`src/rtl/br_hist_pkg.sv`:
```
package br_hist_pkg;
  localparam int TYPE_W   = 5;
  localparam int T_CALL   = 0;
  localparam int T_IND    = 1;
  localparam int T_COND   = 2;
  localparam int T_OTHER  = 3;
  localparam int T_XL     = 4;
  localparam int MAX_LOG2 = 5;

  typedef enum logic [1:0] {
    MODE_ALL  = 2'd0,
    MODE_CALL = 2'd1,
    MODE_IND  = 2'd2,
    MODE_COND = 2'd3
  } filt_mode_e;

  function automatic int clamp_log2(input int l);
    if (l > MAX_LOG2) return MAX_LOG2;
    if (l < 1) return 1;
    return l;
  endfunction
endpackage

```
`src/rtl/br_hist_filter.sv`:
```
module br_hist_filter
  import br_hist_pkg::*;
(
  input  logic              clk_i,
  input  logic              rst_ni,
  input  logic              ctrl_upd_i,
  input  logic              mon_en_i,
  input  logic [1:0]        filt_mode_i,
  output logic [TYPE_W-1:0] mask_o
);
  localparam logic [TYPE_W-1:0] MASK_ALL = '1;

  logic [TYPE_W-1:0] mask_q, mask_d;

  always_comb begin
    mask_d = '0;
    if (mon_en_i) begin
      unique case (filt_mode_e'(filt_mode_i))
        MODE_ALL:  mask_d = MASK_ALL;
        MODE_CALL: mask_d[T_CALL] = 1'b1;
        MODE_IND:  mask_d[T_IND]  = 1'b1;
        MODE_COND: mask_d[T_COND] = 1'b1;
        default:   mask_d = '0;
      endcase
    end
  end

  always_ff @(posedge clk_i or negedge rst_ni) begin
    if (!rst_ni)         mask_q <= '0;
    else if (ctrl_upd_i) mask_q <= mask_d;
  end

  assign mask_o = mask_q;

  assert_mask_shape_R2: assert property (@(posedge clk_i) disable iff (!rst_ni)
    ($onehot0(mask_q) && (mask_q[T_OTHER] == 1'b0)) || (mask_q == MASK_ALL));

  assert_alert_off_R3: assert property (@(posedge clk_i) disable iff (!rst_ni)
    (ctrl_upd_i && !mon_en_i) |=> (mask_q == '0));

  assert_mask_hold_R4: assert property (@(posedge clk_i) disable iff (!rst_ni)
    !ctrl_upd_i |=> $stable(mask_q));
endmodule

```
`src/rtl/br_hist_gate.sv`:
```
module br_hist_gate (
  input  logic frz_sel_i,
  input  logic frz_prob_i,
  input  logic hyp_i,
  input  logic prob_i,
  input  logic new_arch_i,
  input  logic rec_dis_i,
  output logic allow_o
);
  logic frozen, arch_block;

  always_comb begin
    if (frz_sel_i) begin
      if (frz_prob_i) frozen = hyp_i && prob_i;
      else            frozen = !hyp_i && prob_i;
    end else begin
      frozen = frz_prob_i && prob_i;
    end
  end

  assign arch_block = new_arch_i && (rec_dis_i || !prob_i);
  assign allow_o    = !frozen && !arch_block;
endmodule

```
`src/rtl/br_hist_store.sv`:
```
module br_hist_store #(
  parameter int ADDR_W = 64,
  parameter int DEPTH  = 32,
  localparam int IDX_W = $clog2(DEPTH)
) (
  input  logic              clk_i,
  input  logic              rst_ni,
  input  logic              we0_i,
  input  logic [ADDR_W-1:0] d0_i,
  input  logic              we1_i,
  input  logic [ADDR_W-1:0] d1_i,
  input  logic [IDX_W-1:0]  rd_idx_i,
  output logic [ADDR_W-1:0] rd_data_o,
  output logic [IDX_W-1:0]  ofs_o
);
  logic [IDX_W-1:0]  ofs_q, ofs_p1, ofs_p2;
  logic [ADDR_W-1:0] ent_view [DEPTH];

  assign ofs_p1 = IDX_W'(ofs_q + IDX_W'(1));
  assign ofs_p2 = IDX_W'(ofs_q + IDX_W'(2));

  always_ff @(posedge clk_i or negedge rst_ni) begin
    if (!rst_ni)    ofs_q <= '0;
    else if (we1_i) ofs_q <= ofs_p2;
    else if (we0_i) ofs_q <= ofs_p1;
  end

  for (genvar i = 0; i < DEPTH; i++) begin : g_ent
    logic [ADDR_W-1:0] ent_q;
    logic hit0, hit1;
    assign hit0 = we0_i && (ofs_q  == IDX_W'(i));
    assign hit1 = we1_i && (ofs_p1 == IDX_W'(i));
    always_ff @(posedge clk_i or negedge rst_ni) begin
      if (!rst_ni)   ent_q <= '0;
      else if (hit1) ent_q <= d1_i;
      else if (hit0) ent_q <= d0_i;
    end
    assign ent_view[i] = ent_q;
  end

  assign rd_data_o = ent_view[rd_idx_i];
  assign ofs_o     = ofs_q;

  assert_second_needs_first_R8: assert property (@(posedge clk_i) disable iff (!rst_ni)
    we1_i |-> we0_i);

  assert_target_tag_R8: assert property (@(posedge clk_i) disable iff (!rst_ni)
    we1_i |-> d1_i[1]);

  assert_single_step_R7: assert property (@(posedge clk_i) disable iff (!rst_ni)
    (we0_i && !we1_i) |=> (ofs_q == IDX_W'($past(ofs_q) + IDX_W'(1))));

  assert_double_step_R8: assert property (@(posedge clk_i) disable iff (!rst_ni)
    we1_i |=> (ofs_q == IDX_W'($past(ofs_q) + IDX_W'(2))));

  assert_idle_hold_R7: assert property (@(posedge clk_i) disable iff (!rst_ni)
    !we0_i |=> $stable(ofs_q));
endmodule

```
`src/rtl/br_hist_ring.sv`:
```
module br_hist_ring
  import br_hist_pkg::*;
#(
  parameter int ADDR_W       = 64,
  parameter int ENTRIES_LOG2 = 5,
  localparam int EFF_LOG2    = clamp_log2(ENTRIES_LOG2),
  localparam int DEPTH       = 1 << EFF_LOG2,
  localparam int IDX_W       = EFF_LOG2
) (
  input  logic              clk_i,
  input  logic              rst_ni,
  input  logic              ctrl_upd_i,
  input  logic              mon_en_i,
  input  logic [1:0]        filt_mode_i,
  input  logic              frz_sel_i,
  input  logic              frz_prob_i,
  input  logic              hyp_i,
  input  logic              prob_i,
  input  logic              new_arch_i,
  input  logic              rec_dis_i,
  input  logic              ev_valid_i,
  input  logic [ADDR_W-1:0] ev_pc_i,
  input  logic [ADDR_W-1:0] ev_tgt_i,
  input  logic [TYPE_W-1:0] ev_type_i,
  input  logic [IDX_W-1:0]  rd_idx_i,
  output logic [ADDR_W-1:0] rd_data_o,
  output logic [IDX_W-1:0]  wr_ofs_o
);
  localparam logic [ADDR_W-1:0] TGT_TAG = ADDR_W'(2);

  logic [TYPE_W-1:0] mask;
  logic              allow, type_hit, we0, we1;
  logic [ADDR_W-1:0] tgt_word;

  br_hist_filter i_filter (
    .clk_i       (clk_i),
    .rst_ni      (rst_ni),
    .ctrl_upd_i  (ctrl_upd_i),
    .mon_en_i    (mon_en_i),
    .filt_mode_i (filt_mode_i),
    .mask_o      (mask)
  );

  br_hist_gate i_gate (
    .frz_sel_i  (frz_sel_i),
    .frz_prob_i (frz_prob_i),
    .hyp_i      (hyp_i),
    .prob_i     (prob_i),
    .new_arch_i (new_arch_i),
    .rec_dis_i  (rec_dis_i),
    .allow_o    (allow)
  );

  assign type_hit = |(ev_type_i & mask);
  assign we0      = ev_valid_i && allow && type_hit;
  assign we1      = we0 && ev_type_i[T_XL];
  assign tgt_word = ev_tgt_i | TGT_TAG;

  br_hist_store #(
    .ADDR_W (ADDR_W),
    .DEPTH  (DEPTH)
  ) i_store (
    .clk_i     (clk_i),
    .rst_ni    (rst_ni),
    .we0_i     (we0),
    .d0_i      (ev_pc_i),
    .we1_i     (we1),
    .d1_i      (tgt_word),
    .rd_idx_i  (rd_idx_i),
    .rd_data_o (rd_data_o),
    .ofs_o     (wr_ofs_o)
  );

  assert_type_zero_R2: assert property (@(posedge clk_i) disable iff (!rst_ni)
    (ev_type_i == '0) |-> !we0);

  assert_new_arch_block_R6: assert property (@(posedge clk_i) disable iff (!rst_ni)
    (ev_valid_i && new_arch_i && (rec_dis_i || !prob_i)) |=> $stable(wr_ofs_o));

  assert_frozen_hv_R5: assert property (@(posedge clk_i) disable iff (!rst_ni)
    (frz_sel_i && frz_prob_i && hyp_i && prob_i) |-> !we0);
endmodule

```
`config.mk`:
```
export PLATFORM = sky130hd
export DESIGN_NAME = br_hist_ring
export DESIGN_NICKNAME = d
export VERILOG_FILES = /design/src/rtl/br_hist_pkg.sv /design/src/rtl/br_hist_filter.sv /design/src/rtl/br_hist_gate.sv /design/src/rtl/br_hist_store.sv /design/src/rtl/br_hist_ring.sv
export SDC_FILE = /design/constraint.sdc
export NUM_CORES = 2
export LEC_CHECK = 0
export ABC_CLOCK_PERIOD_IN_PS = 4300
export BUFFER_PORTS_ARGS = -buffer_cell sky130_fd_sc_hd__buf_2
export CELL_PAD_IN_SITES_DETAIL_PLACEMENT = 1
export CELL_PAD_IN_SITES_GLOBAL_PLACEMENT = 1
export CORE_MARGIN = 2
export CORE_UTILIZATION = 25
export DETAILED_ROUTE_END_ITERATION = 16
export PLACE_DENSITY_LB_ADDON = 0.3
export SLEW_MARGIN = 20
export SYNTH_ARGS = -nofsm -noshare
export SYNTH_HDL_FRONTEND = slang
export SYNTH_SLANG_ARGS = --single-unit
```
`constraint.sdc`:
```
create_clock -name clk_i -period 4.3 [get_ports clk_i]
set_input_delay 1.29 -clock clk_i [delete_from_list [all_inputs] [get_ports clk_i]]
set_output_delay 1.29 -clock clk_i [all_outputs]
set_load 0.005 [all_outputs]
```
-- Yosys cells after proc, flatten, opt, wreduce, memory -nomap -nowiden
Cells that the tools add are included.
- word-level logic and storage cells: 297
- output and inout bits: 69
- bits in registers: 2058
- memory bits (read-only): 0
- latch bits: 0
- bits in writable memories: 0
- memories kept: 0
- reduce and logical (&&, ||, !) cells: 117
- div/mod/pow operators: 0
- eq/ne operators: 65
- bitwise operators: 2
- $add $sub $neg: 2
- multiplexer cells: 76
- shift operators: 0
- $mul: 0
- order comparisons: 1
- operators with widths (cell ; number):
    two-way mux 64 bit ; 66
    binary-select mux 64 bit (select 5 bit) ; 1
    equality test 5 bit, second input constant ; 32
    equality test 5 x 4 -> 1 bit, second input constant ; 16
    logical AND 1 bit ; 72
    nonzero test 2 bit ; 33
    equality test 5 x 3 -> 1 bit, second input constant ; 8
    equality test 5 x 2 -> 1 bit, second input constant ; 4
    two-way mux 5 bit ; 3
    equality test 5 x 1 -> 1 bit, second input constant ; 2
    zero test 5 bit ; 2
    >= comparator 6 bit, second input constant ; 1
    NOT 5 -> 6 bit ; 1
    OR reduction 2 bit ; 3
    adder 5 x 1 -> 5 bit, second input constant ; 1
    adder 5 x 2 -> 5 bit, second input constant ; 1
    bitwise AND 5 bit ; 1
    two-way mux 1 bit ; 5
    OR reduction 5 bit ; 1
    equality test 2 bit, second input constant ; 2
    zero test 1 bit ; 4
    equality test 2 x 1 -> 1 bit, second input constant ; 1
    zero test 2 bit ; 1
    two-way mux 2 bit ; 1
    logical OR 1 bit ; 1

-- Longest topological paths before layout
- depth after elaboration: 11
- mapped depth: 15
- mapped depth without buffers: 8

-- By module
From an unflattened synthesis, not the netlist that was laid out.
- cells, all modules: 10501
- area total of the unflattened synthesis: 108786.8 um^2
- modules (own cells, without submodules) (module ; cells each ; sequential area each (um^2) ; area each (um^2) ; instances):
    br_hist_store ; 10465 ; 51374.3 ; 108480.3 ; 1
    br_hist_filter ; 22 ; 100.1 ; 210.2 ; 1
    br_hist_gate ; 5 ; 0.0 ; 48.8 ; 1
    br_hist_ring ; 9 ; 0.0 ; 47.5 ; 1

-- Worst setup path after synthesis
Ideal clock, no wire load.
- path type: input port to output port
- from: in rd_idx_i[0]
- to: out rd_data_o[20]
- setup slack: -0.152 ns
- data required time: 3.010 ns
- stages: 6
- arrival: 3.162 ns
- buffers on the path: 3
- cells stage by stage: buf_2 -> buf_2 -> buf_1 -> mux4_2 -> a221oi_1 -> o21ai_0
- longest elaborated chain between the ends: 4
- ends and longest elaborated chain (item ; RTL line ; source):
    start, declared ; br_hist_ring.sv:25 ; input logic [IDX_W-1:0] rd_idx_i,
    NOT 5 -> 6 bit (implied by the code) ; br_hist_store.sv:41 ; assign rd_data_o = ent_view[rd_idx_i];
    binary-select mux 64 bit (select 5 bit) ; br_hist_store.sv:41 ;
    two-way mux 64 bit (implied by the code) (2 in a row) ; br_hist_store.sv:41 ;
    end, declared ; br_hist_ring.sv:26 ; output logic [ADDR_W-1:0] rd_data_o,
Every way passes these cells. The select of a mux whose other input is x is not followed.

-- Worst setup path after layout
- from: in rd_idx_i[2]
- to: out rd_data_o[25]
Same word-level chain as after synthesis.

==> qor.csv <==
metric;value;unit
Post-synth EDFFs;0;
Unique masters post-synth;65;
Final Total Pwr;0.0731;W
Starting Density;0.251;
post-synth net total;11900;
Worst Setup End Kind;output port;
CP arrival;3.40;ns
Pre-antenna DRT Iters;8;
dpl hpwl;382;mm
violated checks;setup timing;
final std cell area, no fill;0.137;mm²
Required @ worst endpoint;3.01;ns
worst skew pair latency;0.96;ns
CTS buffer count;266;
clock-pin slew on the worst setup and hold paths;0.06;ns
GP Congestion;0.865;
synthesized flop and latch total;2057;
RR Startpoint;i_store.ofs_o[0]$_DFFE_PN0P_;
top cell type's share of synthesized area;0.469;
peak supply drop;0.000294;V
Leakage;59.1;nW
vias in the first global route;106000;
PwrDens;535;mW/mm²
Final #Nets;11900;
Layout fillers;48900;
Reg2Reg Capture Point;i_store.g_ent[2].ent_q[19]$_DFFE_PN0P_;
post-route clock period utilization;1.09;
Top Ports;220;
top-count cell post-synth;dfrtp_1;
predominant post-synthesis flop cell;dfrtp_1;
DRC errors left;0;
final wirelength;634;mm
largest net degree at the start of global routing;119;
first-pass GRT wire length;880;mm
Post-CTS Hold Buffers;0;
Worst-Margin Slew;1.16;ns
FMAX;213;MHz
startpoint types;input pin;
# clock sinks;2057;
R2R cell count;9;
Mapped Area;0.110;mm²
Layout area overhead;24.5;%
post-layout util;0.312;
I/O Buffers;218;
run status;finished with violations;
vias after detailed routing;106000;
grt total ovfl;0;
final hold vios;0;
HP Class;in2async;
Yosys Warn Count;0;
M2 GR Usage;0.423;
row count;243;
Slew headroom;0.220;
Avg Cell Area, Syn;9.36;µm²
worst slack, placed;-0.799;ns
final setup fails;64;
min Tclk post-route;4.69;ns
most frequent cells after synthesis;dfrtp_1 (2057), nor2_1 (1799), nand2_1 (1715), clkbuf_1 (962), a21oi_1 (915);
Die Area;0.444;mm²
clock skew;0.0855;ns
antenna-violating nets left;0;
critical path peak fanout;7;
gr busiest metal;met2;
critical setup path kind;in2out;
Gate Count Post-Synth;11700;
fraction of layout cells with a size suffix above 1;0.203;
WL/cell;35.8;µm
Max Slew Vio Count;0;
async set or reset register ratio after synthesis;1.00;
GRT met3 Usage;0.0560;
largest cells by area after synthesis;dfrtp_1 (47%), mux4_2 (8.6%), nor2_1 (6.2%);
Clock Path Buffers;4;
CTS tree;yes;
total core area;0.438;mm²
Area after DPL;0.123;mm²
WHS;0.231;ns
RSZ-0062 raised after global routing;true;
GRT Total Usage;0.278;
die width;666;µm
Root Driver;clkbuf_16;
die height;666;µm
M1 GR Usage;0.369;
register area share after synthesis;0.469;
initial antenna violation count;74;
fin worst setup slack;-0.390;ns
Synth area leader;dfrtp_1;
Iter 0 DRT Violations;12800;
crit path capture;rd_data_o[25];
flop2flop setup slack;0.46;ns
Worst Setup SP;rd_idx_i[2];
max_cap viols;0;
H-tree levels;5;
Vias/cell;5.98;
[layer usage]
layer | share of wire | routed length (µm)
met1 | 0.41 | 261000
met2 | 0.44 | 279000
met3 | 0.087 | 55400
met4 | 0.062 | 39100
met5 | 0.00019 | 119
[timing repair]
action	CTS	global route
pin swaps	75	63
setup buffers	100	82
gates resized for setup	346	144
endpoints found under the setup margin	64	64
cloned	27	3
[registers in the layout, indices dropped and copies added (netlist names)]
register and count:
i_store.ofs_o 5, i_store.g_ent.ent_q 2048, i_filter.mask_o 4
[final cells by class]
type                            count  area (µm²)  area share
Sequential cell                  2057       51500       0.377
Multi-Input combinational cell   8149       54300       0.398
Inverter                           46         174     0.00127
Tap cell                         5757        7200      0.0527
Antenna cell                       28        70.1    0.000513
Clock inverter                     73         998     0.00731
Clock buffer                      391        7700      0.0564
Timing Repair Buffer             1215       14600       0.107
[worst max-delay path, cell delays in order]
cell and delay, ns:
buf_16 0.18, buf_16 0.19, buf_12 0.15, buf_8 0.10
mux4_2 0.49, mux2i_1 0.14, nor2_1 0.07, a311oi_2 0.36
buf_4 0.20, a21oi_4 0.04, buf_2 0.14
[report_power, final]
group          leakage [nW]  total (W)  internal [W]  switching, W
logic                  27.2     0.0202       0.00915        0.0110
clock network          4.24     0.0231        0.0132       0.00994
registers              27.7     0.0298        0.0259       0.00389
[worst min-delay path by stage]
stage | start | end | slack, ns | depth (start not counted)
6_report | rst_ni | i_store.g_ent[18].ent_q[50]$_DFFE_PN0P_ | 0.23 | 1
5_1_grt | rst_ni | i_store.g_ent[19].ent_q[50]$_DFFE_PN0P_ | 0.24 | 1
4_1_cts | rst_ni | i_store.g_ent[20].ent_q[51]$_DFFE_PN0P_ | 0.21 | 1
3_5_place_dp | i_store.g_ent[12].ent_q[1]$_DFFE_PN0P_ | i_store.g_ent[12].ent_q[1]$_DFFE_PN0P_ | 0.48 | 2
3_3_place_gp | i_store.g_ent[3].ent_q[1]$_DFFE_PN0P_ | i_store.g_ent[3].ent_q[1]$_DFFE_PN0P_ | 0.47 | 2
2_1_floorplan | i_store.g_ent[3].ent_q[1]$_DFFE_PN0P_ | i_store.g_ent[3].ent_q[1]$_DFFE_PN0P_ | 0.45 | 2
[cell usage in the layout (no fill, tap or decap), drive strengths merged, types with 10 or more instances in the layout]
| cell | instances |
|---|---|
| dfrtp | 2057 |
| nor2 | 1799 |
| nand2 | 1715 |
| buf | 1205 |
| a21oi | 919 |
| a31oi | 574 |
| o21ai | 483 |
| a22oi | 474 |
| mux4 | 417 |
| o221ai | 416 |
| clkbuf | 396 |
| mux2i | 357 |
| a221oi | 344 |
| a211oi | 130 |
| nor2b | 91 |
| a2bb2oi | 62 |
| clkinv | 54 |
| nand3 | 50 |
| inv | 47 |
| nand4 | 43 |
| a311oi | 40 |
| or2 | 33 |
| o22ai | 33 |
| diode | 28 |
| nor4 | 24 |
| a22o | 18 |
| o22a | 17 |
| nor3 | 15 |
| or3 | 13 |
| bufinv | 11 |
| ha | 10 |
| and3 | 10 |
| and4 | 10 |
[cell families (layout without fill, tap and decap cells)]
group / Yosys count / in the layout / synth area share
compound gates: 3533 / 3533 / 0.214
xor+xnor: 4 / 4 / 0.000320
fa+ha+maj: 10 / 10 / 0.00114
buf+inv: 1511 / 1725 / 0.0565
flops: 2057 / 2057 / 0.469
mux: 777 / 777 / 0.119
other cells: 0 / 28 / 0
simple gates: 3825 / 3825 / 0.140
[metrics by stage]
step                instances  setup TNS [ns]
floorplan               11700               0
global placement        17000          -28.55
detailed placement      17000          -29.00
global route            17700          -20.89
finish                  17700          -18.51
CTS                     17600          -18.59
No activity file was read; power rests on OpenSTA's default activity.
